[src/rtl/canRxPkg.sv]
package canRxPkg;
  localparam int ID_W       = 29;
  localparam int DATA_W     = 64;
  localparam int KEY_DATA_W = 16;
  localparam int KEY_W      = ID_W + KEY_DATA_W;
  localparam int DLC_W      = 4;
  localparam int TAG_W      = 3;
  localparam int FIFO_DEPTH = 4;
  localparam int PTR_W      = $clog2(FIFO_DEPTH);
  localparam int CNT_W      = $clog2(FIFO_DEPTH + 1);

  typedef struct packed {
    logic [ID_W-1:0]   id;
    logic [DATA_W-1:0] data;
    logic              rtr;
    logic              ide;
    logic [DLC_W-1:0]  dlc;
    logic [TAG_W-1:0]  tag;
  } rxEntryT;

  typedef struct packed {
    logic             wrEn;
    logic [PTR_W-1:0] wrIdx;
    logic [PTR_W-1:0] rdIdx;
  } storeCtlT;
endpackage

[src/rtl/canRxMatch.sv]
module canRxMatch
  import canRxPkg::*;
#(
  parameter int NUM_FILT = 3
) (
  input  logic                      clk,
  input  logic                      rstN,
  input  logic [KEY_W-1:0]          key,
  input  logic [NUM_FILT*KEY_W-1:0] mask,
  input  logic [NUM_FILT*KEY_W-1:0] code,
  input  logic [NUM_FILT-1:0]       en,
  output logic                      accept,
  output logic [TAG_W-1:0]          tag
);
  logic [NUM_FILT-1:0] hit;

  genvar g;
  generate
    for (g = 0; g < NUM_FILT; g++) begin : gFilt
      assign hit[g] = en[g] &&
        (((key ^ code[g*KEY_W +: KEY_W]) & mask[g*KEY_W +: KEY_W]) == '0);
    end
  endgenerate

  logic found;
  always_comb begin
    found = 1'b0;
    tag   = '0;
    for (int i = 0; i < NUM_FILT; i++) begin
      if (hit[i] && !found) begin
        found = 1'b1;
        tag   = TAG_W'(i);
      end
    end
    accept = (en == '0) || found;
  end


  none_enabled_tag_chk: assert property (@(posedge clk) disable iff (!rstN)
    (en == '0) |-> (accept && tag == '0));

  tag_enabled_chk: assert property (@(posedge clk) disable iff (!rstN)
    (accept && en != '0) |-> (((en >> tag) & NUM_FILT'(1)) != '0));
endmodule

[src/rtl/canRxCtl.sv]
module canRxCtl
  import canRxPkg::*;
(
  input  logic             clk,
  input  logic             rstN,
  input  logic             push,
  input  logic             pop,
  input  logic             overwriteEn,
  input  logic [1:0]       rxLevel,
  input  logic             rxIrqClr,
  input  logic             ovrIrqClr,
  output storeCtlT         ctl,
  output logic [CNT_W-1:0] count,
  output logic             msgAvail,
  output logic             rxIrq,
  output logic             ovrIrq
);
  logic [PTR_W-1:0] wrPtr, rdPtr;
  logic full, empty, doPop, normalPush, ovrWrite, dropMsg, levelMet;

  function automatic logic [PTR_W-1:0] incPtr(input logic [PTR_W-1:0] p);
    return (p == PTR_W'(FIFO_DEPTH - 1)) ? '0 : p + 1'b1;
  endfunction
  function automatic logic [PTR_W-1:0] decPtr(input logic [PTR_W-1:0] p);
    return (p == '0) ? PTR_W'(FIFO_DEPTH - 1) : p - 1'b1;
  endfunction

  always_comb begin
    full       = (count == CNT_W'(FIFO_DEPTH));
    empty      = (count == '0);
    doPop      = pop && !empty;
    normalPush = push && (!full || doPop);
    ovrWrite   = push && full && !doPop && overwriteEn;
    dropMsg    = push && full && !doPop && !overwriteEn;
    levelMet   = (count > CNT_W'(rxLevel));
    ctl.wrEn   = normalPush || ovrWrite;
    ctl.wrIdx  = ovrWrite ? decPtr(wrPtr) : wrPtr;
    ctl.rdIdx  = rdPtr;
    msgAvail   = !empty;
  end

  always_ff @(posedge clk) begin
    if (!rstN) begin
      wrPtr  <= '0;
      rdPtr  <= '0;
      count  <= '0;
      rxIrq  <= 1'b0;
      ovrIrq <= 1'b0;
    end else begin
      if (normalPush) wrPtr <= incPtr(wrPtr);
      if (doPop)      rdPtr <= incPtr(rdPtr);
      count  <= count + CNT_W'(normalPush) - CNT_W'(doPop);
      rxIrq  <= (rxIrq && !rxIrqClr) || levelMet;
      ovrIrq <= (ovrIrq && !ovrIrqClr) || dropMsg;
    end
  end


  count_bound_chk: assert property (@(posedge clk) disable iff (!rstN)
    count <= CNT_W'(FIFO_DEPTH));

  drop_sets_ovr_chk: assert property (@(posedge clk) disable iff (!rstN)
    (push && count == CNT_W'(FIFO_DEPTH) && !pop && !overwriteEn)
      |=> (ovrIrq && count == CNT_W'(FIFO_DEPTH)));

  ovr_keeps_count_chk: assert property (@(posedge clk) disable iff (!rstN)
    (push && count == CNT_W'(FIFO_DEPTH) && !pop && overwriteEn)
      |=> (count == CNT_W'(FIFO_DEPTH) && $stable(rdPtr)));

  level_irq_chk: assert property (@(posedge clk) disable iff (!rstN)
    (count > CNT_W'(rxLevel)) |=> rxIrq);

  empty_pop_chk: assert property (@(posedge clk) disable iff (!rstN)
    (count == '0 && pop && !push) |=> (count == '0 && $stable(rdPtr)));
endmodule

[src/rtl/canRxStore.sv]
module canRxStore
  import canRxPkg::*;
(
  input  logic     clk,
  input  storeCtlT ctl,
  input  rxEntryT  wrEntry,
  output rxEntryT  headEntry
);
  rxEntryT mem [FIFO_DEPTH];

  always_ff @(posedge clk) begin
    if (ctl.wrEn) mem[ctl.wrIdx] <= wrEntry;
  end

  assign headEntry = mem[ctl.rdIdx];
endmodule

[src/rtl/canRxFilterFifo.sv]
module canRxFilterFifo
  import canRxPkg::*;
#(
  parameter int NUM_FILT = 3
) (
  input  logic                      clk,
  input  logic                      rstN,
  input  logic                      msgValid,
  input  logic [ID_W-1:0]           msgId,
  input  logic [DATA_W-1:0]         msgData,
  input  logic                      msgRtr,
  input  logic                      msgIde,
  input  logic [DLC_W-1:0]          msgDlc,
  input  logic [NUM_FILT*KEY_W-1:0] filtMask,
  input  logic [NUM_FILT*KEY_W-1:0] filtCode,
  input  logic [NUM_FILT-1:0]       filtEn,
  input  logic                      overwriteEn,
  input  logic [1:0]                rxLevel,
  input  logic                      pop,
  input  logic                      rxIrqClr,
  input  logic                      ovrIrqClr,
  output logic [ID_W-1:0]           headId,
  output logic [DATA_W-1:0]         headData,
  output logic                      headRtr,
  output logic                      headIde,
  output logic [DLC_W-1:0]          headDlc,
  output logic [TAG_W-1:0]          headTag,
  output logic [CNT_W-1:0]          fillCount,
  output logic                      msgAvail,
  output logic                      rxIrq,
  output logic                      ovrIrq
);
  logic             accept;
  logic [TAG_W-1:0] matchTag;
  storeCtlT         ctl;
  rxEntryT          wrEntry, headEntry;

  canRxMatch #(.NUM_FILT(NUM_FILT)) uMatch (
    .clk(clk), .rstN(rstN),
    .key({msgId, msgData[DATA_W-1 -: KEY_DATA_W]}),
    .mask(filtMask), .code(filtCode), .en(filtEn),
    .accept(accept), .tag(matchTag)
  );

  canRxCtl uCtl (
    .clk(clk), .rstN(rstN), .push(msgValid && accept), .pop(pop),
    .overwriteEn(overwriteEn), .rxLevel(rxLevel),
    .rxIrqClr(rxIrqClr), .ovrIrqClr(ovrIrqClr),
    .ctl(ctl), .count(fillCount), .msgAvail(msgAvail),
    .rxIrq(rxIrq), .ovrIrq(ovrIrq)
  );

  assign wrEntry = '{id: msgId, data: msgData, rtr: msgRtr, ide: msgIde,
                     dlc: msgDlc, tag: matchTag};

  canRxStore uStore (.clk(clk), .ctl(ctl), .wrEntry(wrEntry), .headEntry(headEntry));

  assign headId   = headEntry.id;
  assign headData = headEntry.data;
  assign headRtr  = headEntry.rtr;
  assign headIde  = headEntry.ide;
  assign headDlc  = headEntry.dlc;
  assign headTag  = headEntry.tag;
endmodule

[config.mk]
export PLATFORM = sky130hd
export DESIGN_NAME = canRxFilterFifo
export DESIGN_NICKNAME = d
export VERILOG_FILES = /design/src/rtl/canRxPkg.sv /design/src/rtl/canRxMatch.sv /design/src/rtl/canRxCtl.sv /design/src/rtl/canRxStore.sv /design/src/rtl/canRxFilterFifo.sv
export SDC_FILE = /design/constraint.sdc
export NUM_CORES = 1
export LEC_CHECK = 0
export BUFFER_PORTS_ARGS = -buffer_cell sky130_fd_sc_hd__buf_2
export CAP_MARGIN = 5
export CORE_ASPECT_RATIO = 0.8
export CORE_UTILIZATION = 37
export CTS_BUF_LIST = sky130_fd_sc_hd__clkbuf_16
export CTS_CLUSTER_DIAMETER = 60
export DETAILED_ROUTE_END_ITERATION = 10
export GPL_ROUTABILITY_DRIVEN = 0
export SETUP_SLACK_MARGIN = 0.3
export SLEW_MARGIN = 20
export SYNTH_ARGS = -nofsm -noshare
export SYNTH_HDL_FRONTEND = slang
export SYNTH_SLANG_ARGS = --single-unit
[constraint.sdc]
create_clock -name clk -period 17.3 [get_ports clk]
set_input_delay 1.73 -clock clk [delete_from_list [all_inputs] [get_ports clk]]
set_output_delay 1.73 -clock clk [all_outputs]
set_load 0.05 [all_outputs]
# Yosys cells after proc, flatten, opt, wreduce, memory -nomap -nowiden
# Memory sizes are Yosys's and may differ from the RTL's. A register that Yosys moved wholly into a read port is not among the register bits.
# Index checks and enable logic that the tools add are counted.
# W data, S select, Z words.
# classes
n_mux	13
n_bitwise	6
reduce_logical	33
n_lt_le_gt_ge	1
addsub	5
n_eq_ne	3
# op_table
cell	count
$and A45 B45 Y45	3
$logic_not A45 Y1	3
$xor A45 B45 Y45	3
$logic_and A1 B1 Y1	14
$mux W2	7
$logic_not A1 Y1	8
$logic_not A3 Y1	2
$mux W1	6
$logic_or A1 B1 Y1	5
$add A2 B1 Y2 const B	2
$eq A2 B2 Y1 const B	2
$add A3 B1 Y3	1
$eq A3 B3 Y1 const B	1
$gt A3 B2 Y1	1
$sub A3 B1 Y3	1
$logic_not A2 Y1	1
$sub A2 B1 Y2 const B	1
# totals
ram_bits	404
mem_count	1
output_inout_bits	108
reg_bits	9
word_cells	67
# memory_table
name	depth	word_bits	rd	rd_clocked_by_memory_dff	wr	line	rtl
uStore.mem	4	101	1	1	1	canRxStore.sv:9	rxEntryT mem [FIFO_DEPTH];

# Longest topological paths before layout
# Gate-level depths: netlist (run 1).
# depth
depth_word	19
depth_mapped	13

# Cells and area by module
# From an unflattened synthesis (run 1), not the netlist that was laid out.
# hier_totals
cells_unflattened	833
hier_area_um2	17212.8
# modules_own_cells
module	seq_area_each_um2	instances	cells_each	area_each_um2
canRxStore	12251.8	1	536	14742.9
canRxMatch	0.0	1	236	1899.3
canRxCtl	180.2	1	60	564.3
canRxFilterFifo	0.0	1	1	6.3

# Worst setup path before layout (run 1)
# No wires, ideal clock.
# synth_timing
path_type	input to register
from	input port msgId[23]
to	memory uStore.mem[1][0] in the netlist's numbering (enable)
path_stages	7
required_time_ps	16590
slack_ps	6098
arrival_ps	10492
cell_sequence	xor2_1 a22oi_1 nand4_1 or4_4 o22ai_4 nor2_2 o31ai_1
# synth_via
elab_chain_len	19
# synth_rtl
element	line	rtl
start, declared	canRxFilterFifo.sv:9	input logic [ID_W-1:0] msgId,
$xor A45 B45 Y45	canRxMatch.sv:21	(((key ^ code[g*KEY_W +: KEY_W]) & mask[g*KEY_W +: KEY_W]) == '0);
$and A45 B45 Y45	canRxMatch.sv:21	
$logic_not A45 Y1	canRxMatch.sv:21	
$logic_and A1 B1 Y1	canRxMatch.sv:20	assign hit[g] = en[g] &&
$mux W1	canRxMatch.sv:30	if (hit[i] && !found) begin
$logic_not A1 Y1	canRxMatch.sv:30	
$logic_and A1 B1 Y1	canRxMatch.sv:30	
$mux W1	canRxMatch.sv:30	
$logic_not A1 Y1	canRxMatch.sv:30	
$logic_and A1 B1 Y1	canRxMatch.sv:30	
$mux W1 (*)	canRxMatch.sv:30	
$logic_or A1 B1 Y1 (*)	canRxMatch.sv:35	accept = (en == '0) || found;
$logic_and A1 B1 Y1 (*)	canRxFilterFifo.sv:46	.clk(clk), .rstN(rstN), .push(msgValid && accept), .pop(pop),
$logic_and A1 B1 Y1 (3 in a row)	canRxCtl.sv:33	ovrWrite = push && full && !doPop && overwriteEn;
$logic_or A1 B1 Y1	canRxCtl.sv:36	ctl.wrEn = normalPush || ovrWrite;
$mux W1	canRxStore.sv:12	if (ctl.wrEn) mem[ctl.wrIdx] <= wrEntry;
$mux W1 (implied by the code)	canRxStore.sv:12	
end, declared	canRxStore.sv:9	
# Mark *: on every way between the ends. The rest lies on a longest branch, timed or not.

# Final worst setup path (run 1)
# layout_timing
from	input port msgData[49]
to	memory uStore.mem[1][93] in the netlist's numbering (enable)
# layout_via
elab_chain_len	19
# layout_rtl
element	line	rtl
start, declared	canRxFilterFifo.sv:10	input logic [DATA_W-1:0] msgData,
$xor A45 B45 Y45	canRxMatch.sv:21	
$and A45 B45 Y45	canRxMatch.sv:21	
$logic_not A45 Y1	canRxMatch.sv:21	
$logic_and A1 B1 Y1	canRxMatch.sv:20	
$mux W1	canRxMatch.sv:30	
$logic_not A1 Y1	canRxMatch.sv:30	
$logic_and A1 B1 Y1	canRxMatch.sv:30	
$mux W1	canRxMatch.sv:30	
$logic_not A1 Y1	canRxMatch.sv:30	
$logic_and A1 B1 Y1	canRxMatch.sv:30	
$mux W1 (*)	canRxMatch.sv:30	
$logic_or A1 B1 Y1 (*)	canRxMatch.sv:35	
$logic_and A1 B1 Y1 (*)	canRxFilterFifo.sv:46	
$logic_and A1 B1 Y1 (3 in a row)	canRxCtl.sv:33	
$logic_or A1 B1 Y1	canRxCtl.sv:36	
$mux W1	canRxStore.sv:12	
$mux W1 (implied by the code)	canRxStore.sv:12	
# Marked as above.

==> results.yml, run 1 <==
cells_and_area:
  drive_gt1_share_pct: 48.56
  syn2layout_area_growth_pct: 27.46
  nets: 1746
  final_util_pct: 47.71
  fillCellCount: 3951
clock_tree:
  htreeDepth: 2
  post_cts_resized: 0
  cts_buffers: 47
  cts_hold_buf: 0
  clkLatencyLatePin_ns: 0.57
  cts.clk_slew.worst_paths_ns: 0.06
  cts_tree: "yes"
  post_cts_buffers: 0
  cts-root-buf: "clkbuf_16"
  cts.sinks: 415
  clockBufferDepth: 3
power_and_ir_drop:
  power.density_nw_per_um2: 122.9
  p_seq_share_pct: 42.7
  p_int_w: 0.001846
  p_leak_nw: 8.012
  switchingPower_w: 0.0008312
  peakVddDrop_v: 0.00007568
  sw_frac_of_total_pct: 31.05
  clock_power_share_pct: 34.0
  combinationalPowerShare_pct: 23.3
setup_path:
  path_delay_family: "buffers and inverters"
  path_cells: "buf_2, xor2_1, a22oi_1, nand4_1, or4_1, o22ai_4, nor2_2, o31ai_4, buf_4, buf_4"
  critPathRequiredTime_ns: 17.48
  endpoint_kind: "flop"
  worstReg2RegStart: "uCtl.count[1]"
  slowest_stage: "buf_4"
  worst-path-buf-inv: 3
  cp_max_fo: 43
  r2r_slack_ns: 13.77
  worstSetupStartpointType: "primary input"
  path_class: "primary input to flop"
  r2r-end: "uStore.mem[1][93]"
  critPathArrivalTime_ns: 5.29
  worst_path_largest_cell_delay_ns: 0.63
  reg2regPathDepth: 5
  crit_top_cell: "buf_4"
floorplanning:
  fp.dieW_um: 242.2
  die_y_um: 194.2
  ioPinCount: 489
  initial_core_util_pct: 37.43
  core_area_um2: 45630
  rows: 70
  die_area_um2: 47040
synthesis:
  ys_async_sr_fraction_pct: 0
  synth_edf_count: 404
  synth_seq_area_share_pct: 72.31
  synth_area_leaders: "edfxtp_1 71%, mux4_2 13%, xor2_1 6.9%"
  synthTopCellsByCount: "404 x edfxtp_1, 135 x xor2_1, 101 x mux4_2"
  synthesis.nets: 1220
  ys_ff_latch: 415
  synth.distinct_cells: 41
  yosysMostFrequentCell: "edfxtp_1"
  synth.avg_cell_area_um2: 20.56
  syn-cell-area_um2: 17080
  synthesis.instances: 831
  yosysTopAreaCellShare_pct: 71.02
  synth-main-ff-cell: "edfxtp_1"
  synth_warnings: 0
  synth_top_area_cell: "edfxtp_1"
timing:
  slew_headroom_pct: 25.32
  hold_viol: 0
  rsz0062_at_grt: "false"
  finalSetupViolations: 0
  layout_min_cycle_time_ns: 5.106
  clock_skew_ns: 0.02127
  finalCritPeriodShare_pct: 29.52
  finalSetupTns_ns: 0
  fin_ws_ns: 12.19
  holdWs_ns: 0.4893
  timing.fmax_mhz: 195.8
  drv_slew: 0
  worst_slew_pin_slew_ns: 1.120
place:
  dp_slack_ns: 11.51
  io_buffers: 487
  hpwl_um: 36850
global_route:
  grt_first_pass_wirelength_um: 72820
  grt_overflow_total: 0
  grt_usage_pct: 21.46
  antenna_found_initial: 11
  grt_pass1_vias: 10720
  grt_max_degree: 66
detailed_routing:
  vias_per_cell: 5.084
  dr.pass1.iters: 4
  vias: 10190
  first_iter_violations: 524
  ant_nets: 0
  drc_errors: 0
  finalWirelength_um: 50540
  wl_per_cell_um: 25.22
status:
  status: "complete, no violations"
job:
  maxCapViolCount: 0
hold_path:
  hold_depth: 2
  hold_path_end: "uCtl.ovrIrq"
  min-delay-start: "uCtl.ovrIrq"
  holdCritPathClass: "flop to flop"
## cell families after synthesis
kind of cell | Yosys count | synth area share, %
compound gates | 85 | 4.109
buf+inv | 35 | 0.7911
xor+xnor | 137 | 7.025
fa+ha+maj | 8 | 0.6299
other cells | 1 | 0.02195
simple gates | 47 | 1.677
flops | 415 | 72.31
mux | 103 | 13.43
## cell type report
class / instances / area [µm²] / share of cell area (%)
tap: 612 / 765.7 / 3.517
sequential: 415 / 12360 / 56.77
multi-input combinational: 381 / 4644 / 21.33
timing repair buffer: 501 / 2542 / 11.68
antenna: 2 / 5.005 / 0.02299
clock buffer: 48 / 1201 / 5.517
inverter: 11 / 41.29 / 0.1896
clock inverter: 34 / 212.7 / 0.9770
## worst max path at each step
stage / startpoint / cells past startpoint / endpoint
global placement: msgData[49] / 10 / uStore.mem[1][14]
CTS: msgData[49] / 10 / uStore.mem[1][10]
detailed placement: msgData[49] / 10 / uStore.mem[1][10]
global route: msgData[49] / 10 / uStore.mem[1][49]
finish: msgData[49] / 10 / uStore.mem[1][93]
floorplan: msgId[23] / 7 / uStore.mem[1][0]
## metal layers
| metal | part of all wire (%) | GRT usage [%] | vias up |
|---|---|---|---|
| met2 | 51 | 36.64 | 365 |
| met5 | 0.10 | 0 | - |
| met3 | 5.8 | 4.526 | 78 |
| li1 | - | - | 4507 |
| met4 | 2.2 | 5.790 | 8 |
| met1 | 41 | 27.78 | 5230 |
## sequential cells by signal, indices dropped and copies added, names as in the netlist, named ones only
signal and cells:
uCtl.rxIrq 1, uCtl.rdPtr 2, uStore.mem 404, uCtl.ovrIrq 1, uCtl.count 3, uCtl.wrPtr 2
## worst register-to-register path: stages (launching register included)
cell       delay [ns]
dfxtp_1          0.38
nor4b_1          0.86
o2111ai_1        0.45
o31ai_4          0.31
buf_4            0.48
buf_4            0.63
## layout by cell type, fill, tap and decap left out, drive strengths merged, types with 2 or more instances in the layout
master   instances
nor3             3
xor2           135
o21ai            4
clkinv          14
mux4           101
o2111ai          5
ha               7
and2             2
nor2             3
dfxtp           11
a21boi           2
o31ai            2
xnor2            2
a22oi           42
mux2i            2
buf            501
edfxtp         404
nand4           15
a21oi            3
diode            2
or4              3
clkbuf          48
nand2           12
inv             29
nor2b            4
a221oi          12
a22o            12
## power by group through the flow
| stage | registers, W | logic [W] | clock network, W |
|---|---|---|---|
| 5_1_grt | 0.00115 | 0.000659 | 0.000968 |
| 3_3_place_gp | 0.00117 | 0.000633 | 0 |
| 2_1_floorplan | 0.00116 | 0.000437 | 0 |
| 4_1_cts | 0.00114 | 0.000637 | 0.000933 |
| 6_report | 0.00114 | 0.000625 | 0.000909 |
| 3_5_place_dp | 0.00117 | 0.000636 | 0 |
## metrics by stage
stage	area, µm²	std cells	power [W]
3_5_place_dp	20350	1920	0.001801
2_1_floorplan	17080	831	0.001596
5_1_grt	21770	2004	0.002774
4_1_cts	21770	2002	0.002715
3_3_place_gp	20350	1920	0.001799
6_report	21770	2004	0.002677
Power figures use the tool's default switching activity.
==> run 2: changes to the inputs <==
==> constraint.sdc (replaced) <==
create_clock -name clk -period 5.05 [get_ports clk]
set_input_delay 0.505 -clock clk [delete_from_list [all_inputs] [get_ports clk]]
set_output_delay 0.505 -clock clk [all_outputs]
set_load 0.05 [all_outputs]
==> run 2 against run 1 <==
  * Wire length fell by 4.7%
  * Clock skew down 0.00075 ns
  * Die area unchanged
  * Critical path depth is 1 lower
  * Sequential power increased to 3.5 times the previous value
  * Cell area is 0.34% higher
  * Setup slack got worse by 11 ns
  * Via count rose by 0.23%
  * Critical endpoint is now uStore.mem[0][14]
  * Largest power group unchanged
  * Highest routed layer unchanged
==> results.yml, run 2 (synthesis results as in run 1) <==
cells_and_area:
  syn2layout_area_growth_pct: 27.90
  final_area_um2: 21850
  seq_area_um2: 12360
  final_common_cell: "buf_2"
  top_regs: "uStore.mem x404, uCtl.count x3"
  layout_common_cells: "487 x buf_2, 404 x edfxtp_1, 135 x xor2_1"
  drive_gt1_share_pct: 48.92
  largest_reg_flops: 404
  multiInputGateArea_um2: 4648
  fillCellCount: 3927
  regMostFlops: "uStore.mem"
  nets: 1741
place:
  dp_slack_ns: 1.102
  io_buffers: 487
  place_area_um2: 20450
  hpwl_um: 34580
power_and_ir_drop:
  clock_power_share_pct: 33.6
  p_leak_nw: 8.004
  combinationalPowerShare_pct: 23.3
  switchingPower_w: 0.002786
  peakVddDrop_v: 0.0002375
  power.density_nw_per_um2: 418.7
  p_int_w: 0.006361
  sw_frac_of_total_pct: 30.46
  p_seq_share_pct: 43.2
setup_path:
  r2r_slack_ns: 2.10
  cp_max_fo: 50
  path_class: "primary input to flop"
  reg2regPathDepth: 4
  worstReg2RegStart: "uCtl.count[1]"
  r2r-end: "uStore.mem[3][15]"
  endpoint_kind: "flop"
  worstSetupStartpointType: "primary input"
  critPathRequiredTime_ns: 5.26
  critPathArrivalTime_ns: 3.60
timing:
  finalSetupTns_ns: 0
  finalSetupViolations: 0
  timing.fmax_mhz: 294.5
  worst_slew_pin_slew_ns: 0.9555
  drv_slew: 0
  fin_ws_ns: 1.655
  rsz0062_at_grt: "false"
  finalCritPeriodShare_pct: 67.23
  hold_viol: 0
  clock_skew_ns: 0.02052
  slew_headroom_pct: 36.30
  layout_min_cycle_time_ns: 3.395
detailed_routing:
  dr.pass1.iters: 5
  finalWirelength_um: 48170
  first_iter_violations: 589
  drc_errors: 0
  vias: 10210
  ant_nets: 0
  vias_per_cell: 5.098
  wl_per_cell_um: 24.05
floorplanning:
  die_y_um: 194.2
  fp.dieW_um: 242.2
  initial_core_util_pct: 37.43
  die_area_um2: 47040
  rows: 70
  ioPinCount: 489
  core_area_um2: 45630
global_route:
  antenna_found_initial: 6
  grt_usage_pct: 20.31
  grt_pass1_vias: 10590
  grt_first_pass_wirelength_um: 69540
  grt_max_degree: 63
  grt_overflow_total: 0
clock_tree:
  post_cts_resized: 0
  cts.sinks: 415
  cts.clk_slew.worst_paths_ns: 0.06
  cts_tree: "yes"
  htreeDepth: 2
  clockBufferDepth: 3
  clkLatencyLatePin_ns: 0.55
  cts-root-buf: "clkbuf_16"
  cts_buffers: 43
  post_cts_buffers: 0
  cts_hold_buf: 0
job:
  maxCapViolCount: 0
hold_path:
  hold_depth: 1
  hold_path_end: "uStore.mem[3][51]"
  min-delay-start: "msgData[43]"
  holdCritPathClass: "primary input to flop"
status:
  status: "complete, no violations"
[run 2: cell types whose count changed in the layout (fill, tap and decap cells not counted), sizes merged]
cell	delta
diode	+5
inv	-7
buf	-1
clkbuf	-4
clkinv	+3
bufinv	+3
[run 2: power by group through the flow]
stage	clock, W	combinational [W]	sequential, W
finish	0.00307	0.00213	0.00395
detailed placement	0	0.00215	0.00403
global route	0.00329	0.00224	0.00397
floorplan	0	0.00150	0.00396
CTS	0.00316	0.00216	0.00396
global placement	0	0.00215	0.00403
[run 2: how the worst max path moves through the flow]
| stage | startpoint | to | slack [ns] | cells after the start |
|---|---|---|---|---|
| after global routing | msgId[19] | uStore.mem[0][48] | 1.53 | 9 |
| final | msgId[20] | uStore.mem[0][14] | 1.65 | 9 |
| after floorplan | msgId[23] | uStore.mem[2][0] | 0.06 | 7 |
| after CTS | flop | headData[39] | 1.64 | 3 |
| after detailed placement | msgId[20] | uStore.mem[0][91] | 1.10 | 9 |
| after global placement | msgId[20] | uStore.mem[0][91] | 1.14 | 9 |
[run 2: layer usage]
metal | up-vias | share of wire [%] | routed length [µm] | global-route usage [%]
met2 | 442 | 47 | 22720 | 31.90
met1 | 5189 | 42 | 20320 | 27.58
li1 | 4505 | - | - | -
met4 | 2 | 2.7 | 1294 | 6.165
met3 | 73 | 7.9 | 3819 | 5.592
met5 | - | 0.017 | 8 | 0
[run 2: cell type report]
cell class / instances / area share, %
well taps: 612 / 3.505
flip-flops and latches: 415 / 56.57
inverters: 11 / 0.1890
clock inverters: 33 / 1.277
repair buffers: 500 / 12.06
multi-input cells: 381 / 21.28
clock buffers: 44 / 5.040
diodes: 7 / 0.08018
[run 2: stage by stage]
| step | instances | util (%) | hold WS [ns] | total power [W] |
|---|---|---|---|---|
| finish | 2003 | 47.88 | 0.1748 | 0.009148 |
| global route | 1998 | 47.85 | 0.1491 | 0.009493 |
| CTS | 1996 | 47.84 | 0.1400 | 0.009273 |
| detailed placement | 1919 | 44.81 | 0.4745 | 0.006182 |
| global placement | 1919 | 44.81 | 0.4610 | 0.006179 |
| floorplan | 831 | - | 0.4667 | 0.005465 |
[run 2: critical path, cell delays in order]
cell	delay, ns
buf_2	0.16
xor2_1	0.23
a22oi_1	0.44
nand4_1	0.23
or4_4	0.61
o22ai_4	0.29
o21ai_4	0.15
o21ai_4	0.54
buf_12	0.35
==> run 3: changes to the inputs <==
==> constraint.sdc (replaced) <==
create_clock -name clk -period 2.8 [get_ports clk]
set_input_delay 0.28 -clock clk [delete_from_list [all_inputs] [get_ports clk]]
set_output_delay 0.28 -clock clk [all_outputs]
set_load 0.05 [all_outputs]
==> run 3 against run 2 <==
  * Die area unchanged
  * Setup slack got worse by 1.5 ns
  * Final cell count increased by 11%
  * Clock-buffer cell count increased by 1
  * Largest cell class unchanged
  * Cell area increased by 15%
  * Global-route usage increased by 1.8 points
  * Sequential cell count unchanged
==> results.yml, run 3 (synthesis results as in run 1) <==
clock_tree:
  cts-root-buf: "clkbuf_16"
  clockBufferDepth: 3
  cts.sinks: 415
  cts_buffers: 44
  cts_tree: "yes"
  htreeDepth: 2
  clkLatencyLatePin_ns: 0.55
  cts.clk_slew.worst_paths_ns: 0.06
place:
  hpwl_um: 37530
  dp_slack_ns: -0.6215
  io_buffers: 487
cells_and_area:
  syn2layout_area_growth_pct: 46.47
  nets: 1970
  regMostFlops: "uStore.mem"
  top_regs: "uStore.mem x404, uCtl.count x3"
  fillCellCount: 3681
  final_common_cell: "buf_2"
  drive_gt1_share_pct: 54.19
  largest_reg_flops: 404
  layout_common_cells: "469 x buf_2, 404 x edfxtp_1, 129 x xor2_1"
  final_util_pct: 54.83
detailed_routing:
  wl_per_cell_um: 23.98
  finalWirelength_um: 53390
  vias_per_cell: 5.020
  dr.pass1.iters: 5
  first_iter_violations: 641
  ant_nets: 0
  drc_errors: 0
  vias: 11170
floorplanning:
  ioPinCount: 489
  initial_core_util_pct: 37.43
  rows: 70
  die_y_um: 194.2
  fp.dieW_um: 242.2
  die_area_um2: 47040
  core_area_um2: 45630
timing:
  holdWs_ns: 0.05593
  hold_viol: 0
  finalSetupTns_ns: 0
  finalCritPeriodShare_pct: 94.99
  clock_skew_ns: 0.01984
  slew_headroom_pct: 55.80
  timing.fmax_mhz: 376.0
  finalSetupViolations: 0
  rsz0062_at_grt: "true"
  worst_slew_pin_slew_ns: 0.6630
  layout_min_cycle_time_ns: 2.660
  fin_ws_ns: 0.1403
  drv_slew: 0
setup_path:
  worst-path-buf-inv: 6
  path_cells: "buf_6, xor2_1, a22oi_1, nand4_1, or4_4, o22ai_4, buf_6, o2111ai_2, o31ai_4, buf_4, buf_12, buf_12, buf_6"
  crit_top_cell: "buf_6"
  path_delay_family: "simple AND/OR/NAND/NOR gates"
  critPathRequiredTime_ns: 3.05
  reg2regPathDepth: 9
  worst_path_largest_cell_delay_ns: 0.60
  worstSetupStartpointType: "primary input"
  cp_num_cells: 13
  critPathArrivalTime_ns: 2.90
  path_class: "primary input to flop"
  endpoint_kind: "flop"
  cp_max_fo: 7
  slowest_stage: "or4_4"
global_route:
  grt_max_degree: 62
  grt_first_pass_wirelength_um: 75600
  grt_pass1_vias: 11400
  antenna_found_initial: 4
  grt_usage_pct: 22.07
  grt_overflow_total: 0
power_and_ir_drop:
  p_leak_nw: 9.428
  peakVddDrop_v: 0.0004050
  power.density_nw_per_um2: 674.4
hold_path:
  holdCritPathClass: "primary input to flop"
  hold_depth: 2
job:
  maxCapViolCount: 0
status:
  status: "complete, no violations"
-- run 3: final timing paths --
kind / start / to / slack (ns)
setup reg to reg: uCtl.count[1] / uStore.mem[1][79] / 0.27
hold / removal: msgData[53] / uStore.mem[2][61] / 0.06
hold reg to reg: uCtl.ovrIrq / uCtl.ovrIrq / 0.48
setup / recovery: msgId[19] / uStore.mem[1][79] / 0.14
-- run 3: what timing repair did --
action | CTS | global route
resized for setup | 68 | 50
pin swaps | 12 | 16
gates cloned | 16 | 11
setup endpoints to repair | 485 | 411
buffers inserted | 30 | 8
endpoints found under the hold margin | 221 | 8
hold buffers | 56 | 2
-- run 3: power by group --
group	total, W	internal (W)	leakage (nW)	switching (W)
sequential	0.00696	0.00690	3.75	0.0000527
combinational	0.00451	0.00171	5.00	0.00281
clock	0.00541	0.00310	0.684	0.00231
total	0.0169	0.0117	9.43	0.00517
-- run 3: area by class of cell --
type / instances / area, µm² / share of cell area [%]
repair buffers: 728 / 5675 / 22.68
clock buffers: 45 / 1126 / 4.501
diodes: 3 / 7.507 / 0.03001
well taps: 612 / 765.7 / 3.061
multi-input cells: 381 / 4835 / 19.32
clock inverters: 31 / 209.0 / 0.8352
inverters: 11 / 41.29 / 0.1650
flip-flops and latches: 415 / 12360 / 49.40
-- run 3: metal layers --
layer  global-route usage [%]  wire length [µm]
met3                    3.834              2801
met5                        0                13
met1                    30.22             22690
met4                    4.290               727
met2                    37.21             27160
-- run 3: metrics by stage --
step	power [W]	instance area [µm²]	cells
5_1_grt	0.01750	25020	2225
4_1_cts	0.01701	24500	2202
3_5_place_dp	0.01135	21480	2024
2_1_floorplan	0.009884	17160	831
6_report	0.01687	25020	2226
3_3_place_gp	0.01133	21480	2024
